==> src/rtl/hrp_pkg.sv <==
package hrp_pkg;

    localparam int BYTE_W = 8;
    localparam int WORD_W = 2 * BYTE_W;

    // bit 1: strobe sense, bit 0: byte-select sense
    typedef struct packed {
        logic inv_strb;
        logic inv_bsel;
    } hrp_ctl_t;

    localparam int CTL_W = $bits(hrp_ctl_t);

    typedef struct packed {
        logic sel_n;
        logic rnw;
        logic strb;
        logic bsel;
    } hrp_pins_t;

    localparam int PINS_W = $bits(hrp_pins_t);
    localparam hrp_pins_t PINS_IDLE = '{sel_n: 1'b1, rnw: 1'b0, strb: 1'b0, bsel: 1'b0};

    typedef struct packed {
        logic cs;       // chip selected
        logic strb_on;  // strobe at active level
        logic read;     // read direction
        logic hi;       // high byte selected
    } hrp_req_t;

    function automatic hrp_req_t hrp_decode(hrp_pins_t p, hrp_ctl_t c);
        hrp_req_t r;
        r.cs      = ~p.sel_n;
        r.strb_on = (p.strb == c.inv_strb);
        r.read    = p.rnw;
        r.hi      = p.bsel ^ c.inv_bsel;
        return r;
    endfunction

    function automatic logic [BYTE_W-1:0] hrp_pick(logic [WORD_W-1:0] w, logic hi);
        return hi ? w[WORD_W-1:BYTE_W] : w[BYTE_W-1:0];
    endfunction

endpackage

==> src/rtl/hrp_ctl_reg.sv <==
module hrp_ctl_reg
    import hrp_pkg::*;
#(
    parameter int ADDR_W   = 2,
    parameter int CTL_ADDR = 0
) (
    input  logic              clk,
    input  logic              rst,
    input  logic              wr,
    input  logic [ADDR_W-1:0] addr,
    input  logic [CTL_W-1:0]  wdata,
    output hrp_ctl_t          ctl
);
    localparam logic [ADDR_W-1:0] SEL = ADDR_W'(CTL_ADDR);

    logic hit;
    assign hit = wr && (addr == SEL);

    always_ff @(posedge clk) begin
        if (rst) begin
            ctl <= '0;
        end else if (hit) begin
            ctl <= hrp_ctl_t'(wdata);
        end
    end

    // other addresses do not disturb the polarity bits
    p_ctl_hold_r11: assert property (@(posedge clk) disable iff (rst)
        !(wr && addr == SEL) |=> $stable(ctl));

endmodule

==> src/rtl/hrp_sync.sv <==
module hrp_sync #(
    parameter int          W      = 4,
    parameter int          STAGES = 2,
    parameter logic [W-1:0] RST_VAL = '0
) (
    input  logic         clk,
    input  logic         rst,
    input  logic [W-1:0] d,
    output logic [W-1:0] q
);
    logic [W-1:0] stg [STAGES];

    generate
        for (genvar i = 0; i < STAGES; i++) begin : g_stage
            if (i == 0) begin : g_first
                always_ff @(posedge clk) begin
                    if (rst) stg[0] <= RST_VAL;
                    else     stg[0] <= d;
                end
            end else begin : g_next
                always_ff @(posedge clk) begin
                    if (rst) stg[i] <= RST_VAL;
                    else     stg[i] <= stg[i-1];
                end
            end
        end
    endgenerate

    assign q = stg[STAGES-1];

endmodule

==> src/rtl/hrp_bus_drv.sv <==
module hrp_bus_drv
    import hrp_pkg::*;
(
    input  hrp_pins_t          pins,
    input  hrp_ctl_t           ctl,
    input  logic [WORD_W-1:0]  word,
    output logic [BYTE_W-1:0]  dout,
    output logic               oe
);
    hrp_req_t req;

    always_comb begin
        req  = hrp_decode(pins, ctl);
        oe   = req.cs && req.strb_on && req.read;
        dout = hrp_pick(word, req.hi);
    end

endmodule

==> src/rtl/hrp_word_state.sv <==
module hrp_word_state
    import hrp_pkg::*;
(
    input  logic              clk,
    input  logic              rst,
    input  hrp_req_t          req,
    input  logic              word_wr,
    input  logic [WORD_W-1:0] word_in,
    output logic [WORD_W-1:0] word_q,
    output logic              empty,
    output logic              irq
);
    logic strb_on_d;
    logic pend;
    logic fall;
    logic take;

    assign fall = strb_on_d && !req.strb_on;
    assign take = req.cs && req.strb_on && req.read && req.hi;

    always_ff @(posedge clk) begin
        if (rst) begin
            strb_on_d <= 1'b0;
            pend      <= 1'b0;
            empty     <= 1'b1;
            irq       <= 1'b0;
            word_q    <= '0;
        end else begin
            strb_on_d <= req.strb_on;
            irq       <= 1'b0;
            if (fall)      pend <= 1'b0;
            else if (take) pend <= 1'b1;
            if (word_wr) begin
                word_q <= word_in;
                empty  <= 1'b0;
            end else if (fall && pend && !empty) begin
                empty <= 1'b1;
                irq   <= 1'b1;
            end
        end
    end

    // interrupt is a single-cycle pulse that coincides with the flag rising
    p_irq_pulse_r7: assert property (@(posedge clk) disable iff (rst)
        irq |=> !irq);
    p_irq_rise_r7: assert property (@(posedge clk) disable iff (rst)
        irq |-> $rose(empty));
    // no new interrupt while already empty
    p_no_rearm_r9: assert property (@(posedge clk) disable iff (rst)
        (empty && $past(empty)) |-> !irq);
    // a load always leaves the buffer full
    p_wr_clears_r10: assert property (@(posedge clk) disable iff (rst)
        word_wr |=> !empty);

endmodule

==> src/rtl/hrp_top.sv <==
module hrp_top
    import hrp_pkg::*;
#(
    parameter int ADDR_W      = 2,
    parameter int CTL_ADDR    = 0,
    parameter int SYNC_STAGES = 2
) (
    input  logic              clk,
    input  logic              rst,
    input  logic              ctl_wr,
    input  logic [ADDR_W-1:0] ctl_addr,
    input  logic [CTL_W-1:0]  ctl_wdata,
    input  logic              word_wr,
    input  logic [WORD_W-1:0] word_data,
    input  logic              hst_sel_n,
    input  logic              hst_rnw,
    input  logic              hst_strb,
    input  logic              hst_bsel,
    output logic [BYTE_W-1:0] hbus_dout,
    output logic              hbus_oe,
    output logic              obuf_empty,
    output logic              obuf_irq
);
    hrp_ctl_t          ctl;
    hrp_pins_t         pins_raw;
    hrp_pins_t         pins_s;
    logic [PINS_W-1:0] pins_s_bits;
    hrp_req_t          req_s;
    logic [WORD_W-1:0] word_q;

    assign pins_raw = '{sel_n: hst_sel_n, rnw: hst_rnw, strb: hst_strb, bsel: hst_bsel};

    hrp_ctl_reg #(.ADDR_W(ADDR_W), .CTL_ADDR(CTL_ADDR)) u_ctl (
        .clk   (clk),
        .rst   (rst),
        .wr    (ctl_wr),
        .addr  (ctl_addr),
        .wdata (ctl_wdata),
        .ctl   (ctl)
    );

    hrp_sync #(.W(PINS_W), .STAGES(SYNC_STAGES), .RST_VAL(PINS_IDLE)) u_sync (
        .clk (clk),
        .rst (rst),
        .d   (pins_raw),
        .q   (pins_s_bits)
    );

    assign pins_s = hrp_pins_t'(pins_s_bits);
    assign req_s  = hrp_decode(pins_s, ctl);

    hrp_word_state u_state (
        .clk     (clk),
        .rst     (rst),
        .req     (req_s),
        .word_wr (word_wr),
        .word_in (word_data),
        .word_q  (word_q),
        .empty   (obuf_empty),
        .irq     (obuf_irq)
    );

    hrp_bus_drv u_drv (
        .pins (pins_raw),
        .ctl  (ctl),
        .word (word_q),
        .dout (hbus_dout),
        .oe   (hbus_oe)
    );

    // pad stays off whenever chip select is high or direction is write
    p_hiz_desel_r3: assert property (@(posedge clk) disable iff (rst)
        hst_sel_n |-> !hbus_oe);
    p_hiz_write_r2: assert property (@(posedge clk) disable iff (rst)
        !hst_rnw |-> !hbus_oe);

endmodule

==> config.mk <==
export PLATFORM = sky130hd
export DESIGN_NAME = hrp_top
export DESIGN_NICKNAME = d
export VERILOG_FILES = /design/src/rtl/hrp_pkg.sv /design/src/rtl/hrp_ctl_reg.sv /design/src/rtl/hrp_sync.sv /design/src/rtl/hrp_bus_drv.sv /design/src/rtl/hrp_word_state.sv /design/src/rtl/hrp_top.sv
export SDC_FILE = /design/constraint.sdc
export NUM_CORES = 1
export LEC_CHECK = 0
export CORE_MARGIN = 2
export CORE_UTILIZATION = 45
export DETAILED_ROUTE_END_ITERATION = 16
export PLACE_DENSITY = 0.8
export SETUP_SLACK_MARGIN = 0.15
export SKIP_CTS_REPAIR_TIMING = 1
export SYNTH_ARGS = -nofsm -noshare
export SYNTH_HDL_FRONTEND = slang
export SYNTH_SLANG_ARGS = --single-unit
==> constraint.sdc <==
create_clock -name clk -period 3.2 [get_ports clk]
set_clock_uncertainty 0.2 [all_clocks]
set_input_delay 0.64 -clock clk [delete_from_list [all_inputs] [get_ports clk]]
set_output_delay 0.64 -clock clk [all_outputs]
set_load 0.02 [all_outputs]
==> results of run 1 <==
==> routing by layer <==
metal / global-route usage, % / up-vias
li1: - / 429
met2: 31.5 / 32
met4: 10.3 / 0
met3: 5.56 / 4
met5: 0 / -
met1: 15.8 / 370
==> power groups by stage <==
stage                     Combinational, mW  Sequential [mW]  Clock, mW
after floorplan                      0.0614            0.409          0
after detailed placement              0.124            0.410          0
after global placement                0.121            0.409          0
after CTS                             0.125            0.401      0.216
final                                 0.121            0.401      0.207
after global routing                  0.132            0.404      0.234
==> cell usage after synthesis <==
library cell,number,area share (%)
nor3_1,1,0.45
xor2_1,2,1.6
xnor2_1,1,0.78
mux2i_1,18,16
a32o_1,1,0.89
dfxtp_1,30,54
nor3b_1,3,2.0
mux2_2,8,8.0
a21oi_1,1,0.45
nor2_1,19,6.4
buf_1,1,0.33
xor2_2,1,1.4
or2_2,2,1.1
inv_1,2,0.67
clkbuf_1,2,0.67
nor2b_1,6,3.3
buf_4,1,0.67
buf_2,1,0.45
nand2_1,2,0.67
nand4_1,1,0.56
==> layout make-up <==
type                       instances  area share, %
clock buffer                       6           3.18
sequential                        30           37.2
inverter                           2          0.465
timing repair buffer              41           26.4
multi-input combinational         66           30.4
tap                               30           2.33
==> layout by cell type, fill, tap and decap left out <==
cell,synthesis,layout
dfxtp_1,30,30
clkdlybuf4s50_1,0,29
nor2_1,19,19
mux2i_1,18,18
dlymetal6s2s_1,0,9
mux2_2,8,8
nor2b_1,6,6
clkbuf_4,0,5
nor3b_1,3,3
buf_4,1,3
xor2_1,2,2
inv_1,2,2
nand2_1,2,2
or2_2,2,2
xor2_2,1,1
nand4_1,1,1
a21oi_1,1,1
nor3_1,1,1
xnor2_1,1,1
a32o_1,1,1
clkbuf_8,0,1
==> through the flow <==
| step | TNS, ns | util, % |
|---|---|---|
| after floorplan | 0 | - |
| final | 0 | 66.9 |
| after CTS | -0.0154 | 66.0 |
| after detailed placement | -0.000812 | 63.9 |
| after global placement | 0 | 63.9 |
| after global routing | 0 | 66.9 |
==> logic make-up (layout without fill, tap and decap cells) <==
| family | count (synthesis) | count (layout) | synth area share, % |
|---|---|---|---|
| AOI/OAI and AO/OA | 2 | 2 | 1.34 |
| xor gates and xnor gates | 4 | 4 | 3.79 |
| buffers and inverters | 7 | 49 | 2.79 |
| muxes | 26 | 26 | 24.1 |
| and+or+nand+nor | 34 | 34 | 14.5 |
| DFF | 30 | 30 | 53.5 |
==> worst max-delay path, delay by kind of cell <==
kind / cells / cell delay (ns)
xor+xnor: 1 / 0.13
buf+inv: 3 / 0.90
mux: 1 / 0.34
==> sequential cells by signal (all words and copies together) (netlist names) <==
register / cells
u_state.empty: 1
u_state.word_q: 16
u_sync.stg: 8
u_ctl.ctl: 2
u_state.irq: 1
u_state.pend: 1
u_state.strb_on_d: 1
==> worst paths after layout <==
check	start	end	slack, ns	cells after the start
min reg2reg	u_sync.stg[0][3]	u_sync.stg[1][3]	0.22	1
max reg2reg	u_ctl.ctl[1]	u_state.pend	1.93	3
max	hst_bsel	hbus_dout[5]	0.34	5
min	u_sync.stg[0][3]	u_sync.stg[1][3]	0.22	1
==> flow_summary.json, run 1 <==
{
  "outcome": "finished, final reports clean",
  "layout_setup_ws_ns": 0.342,
  "hold_class": "flip-flop to flip-flop",
  "power_frac_seq_pct": 55.0,
  "power.internal_mw": 0.564,
  "numCtsBuffers": 5,
  "placed_cell_area_sq_um": 1540,
  "cellLeakagePower_nw": 0.813,
  "synth-seq-area-share_pct": 53.5,
  "fp.dieArea_sq_um": 2910,
  "grt_pass1_wl_um": 3330,
  "grtUsageTotal_pct": 17.0,
  "hold_violations": 0,
  "route.met3.wl_um": 181,
  "place_hpwl_um": 1570,
  "drt_iter0_drc": 6,
  "post-route-drc-count": 0,
  "syn_avg_cell_area_sq_um": 10.9,
  "dpl.cell_count": 169,
  "ctsHtreeMaxLevel": 2,
  "cp_cell_sequence": "clkdlybuf4s50_1 -> xor2_2 -> buf_4 -> mux2_2 -> dlymetal6s2s_1",
  "max_clock_freq_mhz": 350,
  "max_cap_viol_count": 0,
  "clockBufferDepth": 2,
  "port_buffers": 38,
  "fillCellCount": 201,
  "core-area_sq_um": 2410,
  "power.share.clock_pct": 28.4,
  "cts_tree": "done",
  "synthToLayoutAreaGrowth_pct": 43.7,
  "crit_type": "input port to output port",
  "cp_slowest_stage_delay_ns": 0.51,
  "clkSinkCount": 30,
  "die_w_um": 53.9,
  "syn_inst": 103,
  "seqCellArea_sq_um": 601,
  "dp_slack_ns": -0.000812,
  "dr.pass1.iters": 5,
  "holdWs_ns": 0.222,
  "die_h_um": 53.9,
  "max-slew-margin-rel_pct": 50.6,
  "drt-total-wl_um": 2190,
  "peakVddDrop_mv": 0.385,
  "vias_per_cell": 4.77,
  "grt_start_max_net_pins": 24,
  "drtAntennaViolNets": 0,
  "fin_crit_ns": 2.86,
  "worstPathMaxFanout": 8,
  "nets": 174,
  "finalInstanceArea_sq_um": 1610,
  "antennaDiodeCount": 0,
  "ios": 39,
  "layout-drive-gt1-share_pct": 13.8,
  "powerDensity_nw_per_um2": 452,
  "row_count": 18,
  "ys_types": 20,
  "clk_latency_ns": 0.31,
  "ys_ff_latch": 30,
  "crit_arrival_ns": 2.02,
  "initial_utilization_pct": 46.6,
  "instances_no_fill": 175,
  "cts_root_buffer": "clkbuf_4",
  "num_vias": 835,
  "multiInputGateArea_sq_um": 490,
  "p_comb_share_pct": 16.6,
  "finalPower_mw": 0.729,
  "antenna_found_initial": 0,
  "gp_congestion": 0.634,
  "start_kind": "input port",
  "dr.max_layer_used": "met4",
  "finalMaxSlewViolations": 0,
  "routed-wl-met2_um": 1110,
  "yosys_warnings": 0,
  "path_clk_slew_ns": 0.08,
  "grt_pass1_vias": 820,
  "crit_path_end_kind": "output port",
  "power.net_switching_mw": 0.166,
  "final.period_utilization_pct": 89.3,
  "slowest_stage": "clkdlybuf4s50_1",
  "netlist_area_sq_um": 1120,
  "overflow": 0,
  "swShare_pct": 22.7,
  "rsz0062_at_grt": "no",
  "worstPathRequired_ns": 2.36,
  "wl_per_cell_um": 12.5,
  "synth_nets": 131,
  "worst_pin_slew_ns": 0.739,
  "setup_viol": 0,
  "m1WireLength_um": 870
}
(Power assumes the default switching activity.)
==> inputs of run 2 (changes only) <==
- RECOVER_POWER: default -> 100
==> flow_summary.json, run 2 (synthesis gave the netlist of run 1 again) <==
{
  "outcome": "finished, final reports clean",
  "clk_latency_ns": 0.31,
  "path_clk_slew_ns": 0.08,
  "cts_tree": "done",
  "final.period_utilization_pct": 91.2,
  "drt-total-wl_um": 2190,
  "crit_path_end_kind": "output port",
  "grt_pass1_vias": 820,
  "place_hpwl_um": 1570,
  "dp_slack_ns": -0.000812,
  "top_register": "u_state.word_q",
  "peakVddDrop_mv": 0.382,
  "seqCellArea_sq_um": 601,
  "hold_class": "flip-flop to flip-flop",
  "die_h_um": 53.9,
  "fp.dieArea_sq_um": 2910,
  "multiInputGateArea_sq_um": 490,
  "worst_pin_slew_ns": 0.752,
  "placed_cell_area_sq_um": 1540,
  "holdWs_ns": 0.222,
  "drtAntennaViolNets": 0,
  "post-route-drc-count": 0,
  "cts_root_buffer": "clkbuf_4",
  "num_vias": 844,
  "cellLeakagePower_nw": 0.668,
  "final_cell_mix": "dfxtp_1 (30), clkdlybuf4s50_1 (26), nor2_1 (19), mux2i_1 (18), clkbuf_1 (9)",
  "antennaDiodeCount": 0,
  "die_w_um": 53.9,
  "antenna_found_initial": 0,
  "core-area_sq_um": 2410,
  "ff2ff_path_depth": 3,
  "finalInstanceArea_sq_um": 1540,
  "overflow": 0,
  "rsz0062_at_grt": "no",
  "final_common_cell": "dfxtp_1",
  "grt_start_max_net_pins": 24,
  "vias_per_cell": 4.82,
  "dr.pass1.iters": 4,
  "synthToLayoutAreaGrowth_pct": 36.9,
  "crit_type": "input port to output port",
  "max_cap_viol_count": 0,
  "ctsHtreeMaxLevel": 2,
  "finalMaxSlewViolations": 0,
  "crit_arrival_ns": 2.08,
  "gp_congestion": 0.634,
  "fillCellCount": 214,
  "nets": 174,
  "layout_setup_ws_ns": 0.282,
  "clkSinkCount": 30,
  "clockBufferDepth": 2,
  "worstPathRequired_ns": 2.36,
  "max_clock_freq_mhz": 343,
  "fin_crit_ns": 2.92,
  "ios": 39,
  "start_kind": "input port",
  "worstPathMaxFanout": 8,
  "row_count": 18,
  "hold_violations": 0,
  "max-slew-margin-rel_pct": 49.7,
  "port_buffers": 38,
  "largest_reg_flops": 16,
  "drt_iter0_drc": 5,
  "layout-drive-gt1-share_pct": 13.1,
  "wl_per_cell_um": 12.5,
  "grt_pass1_wl_um": 3330,
  "setup_viol": 0,
  "reg.largest.list": "u_state.word_q (16), u_sync.stg (8), u_ctl.ctl (2)",
  "powerDensity_nw_per_um2": 469,
  "hold_depth": 1,
  "grtUsageTotal_pct": 17.0,
  "numCtsBuffers": 5,
  "initial_utilization_pct": 46.6
}
run 2: final cells by class:
| type | instances | area share [%] |
|---|---|---|
| clock buffer | 6 | 3.34 |
| tap | 30 | 2.44 |
| sequential | 30 | 39.1 |
| multi-input combinational | 66 | 31.9 |
| timing repair buffer | 41 | 22.7 |
| inverter | 2 | 0.489 |
run 2: worst paths after layout:
check / start / endpoint / slack, ns
worst max-delay path: hst_bsel / hbus_dout[7] / 0.28
worst min-delay path: u_sync.stg[0][3] / u_sync.stg[1][3] / 0.22
worst max register to register: u_ctl.ctl[1] / u_state.pend / 1.92
worst min register to register: u_sync.stg[0][3] / u_sync.stg[1][3] / 0.22
run 2: critical path: stages:
cell	delay, ns
clkdlybuf4s50_1	0.51
xor2_2	0.13
clkbuf_2	0.23
mux2_2	0.36
dlymetal6s2s_1	0.20
run 2: where the power goes:
group | total [mW] | switching (mW) | internal [mW]
logic | 0.112 | 0.0492 | 0.0627
registers | 0.401 | 0.00875 | 0.392
clock network | 0.207 | 0.108 | 0.0988
total | 0.720 | 0.166 | 0.554
run 2: routing by layer:
| metal | track usage, % | wire length (um) | vias up |
|---|---|---|---|
| li1 | - | - | 431 |
| met1 | 15.8 | 872 | 375 |
| met2 | 31.5 | 1120 | 34 |
| met3 | 5.56 | 170 | 4 |
| met4 | 10.3 | 27 | 0 |
| met5 | 0 | 0 | - |
run 2: stage by stage:
stage	power, mW	cells	setup TNS (ns)	utilization [%]
3_5_place_dp	0.534	169	-0.000812	63.9
3_3_place_gp	0.530	169	0	63.9
4_1_cts	0.743	175	-0.0154	66.0
5_1_grt	0.759	175	0	63.8
6_report	0.720	175	0	63.8
2_1_floorplan	0.470	103	0	-
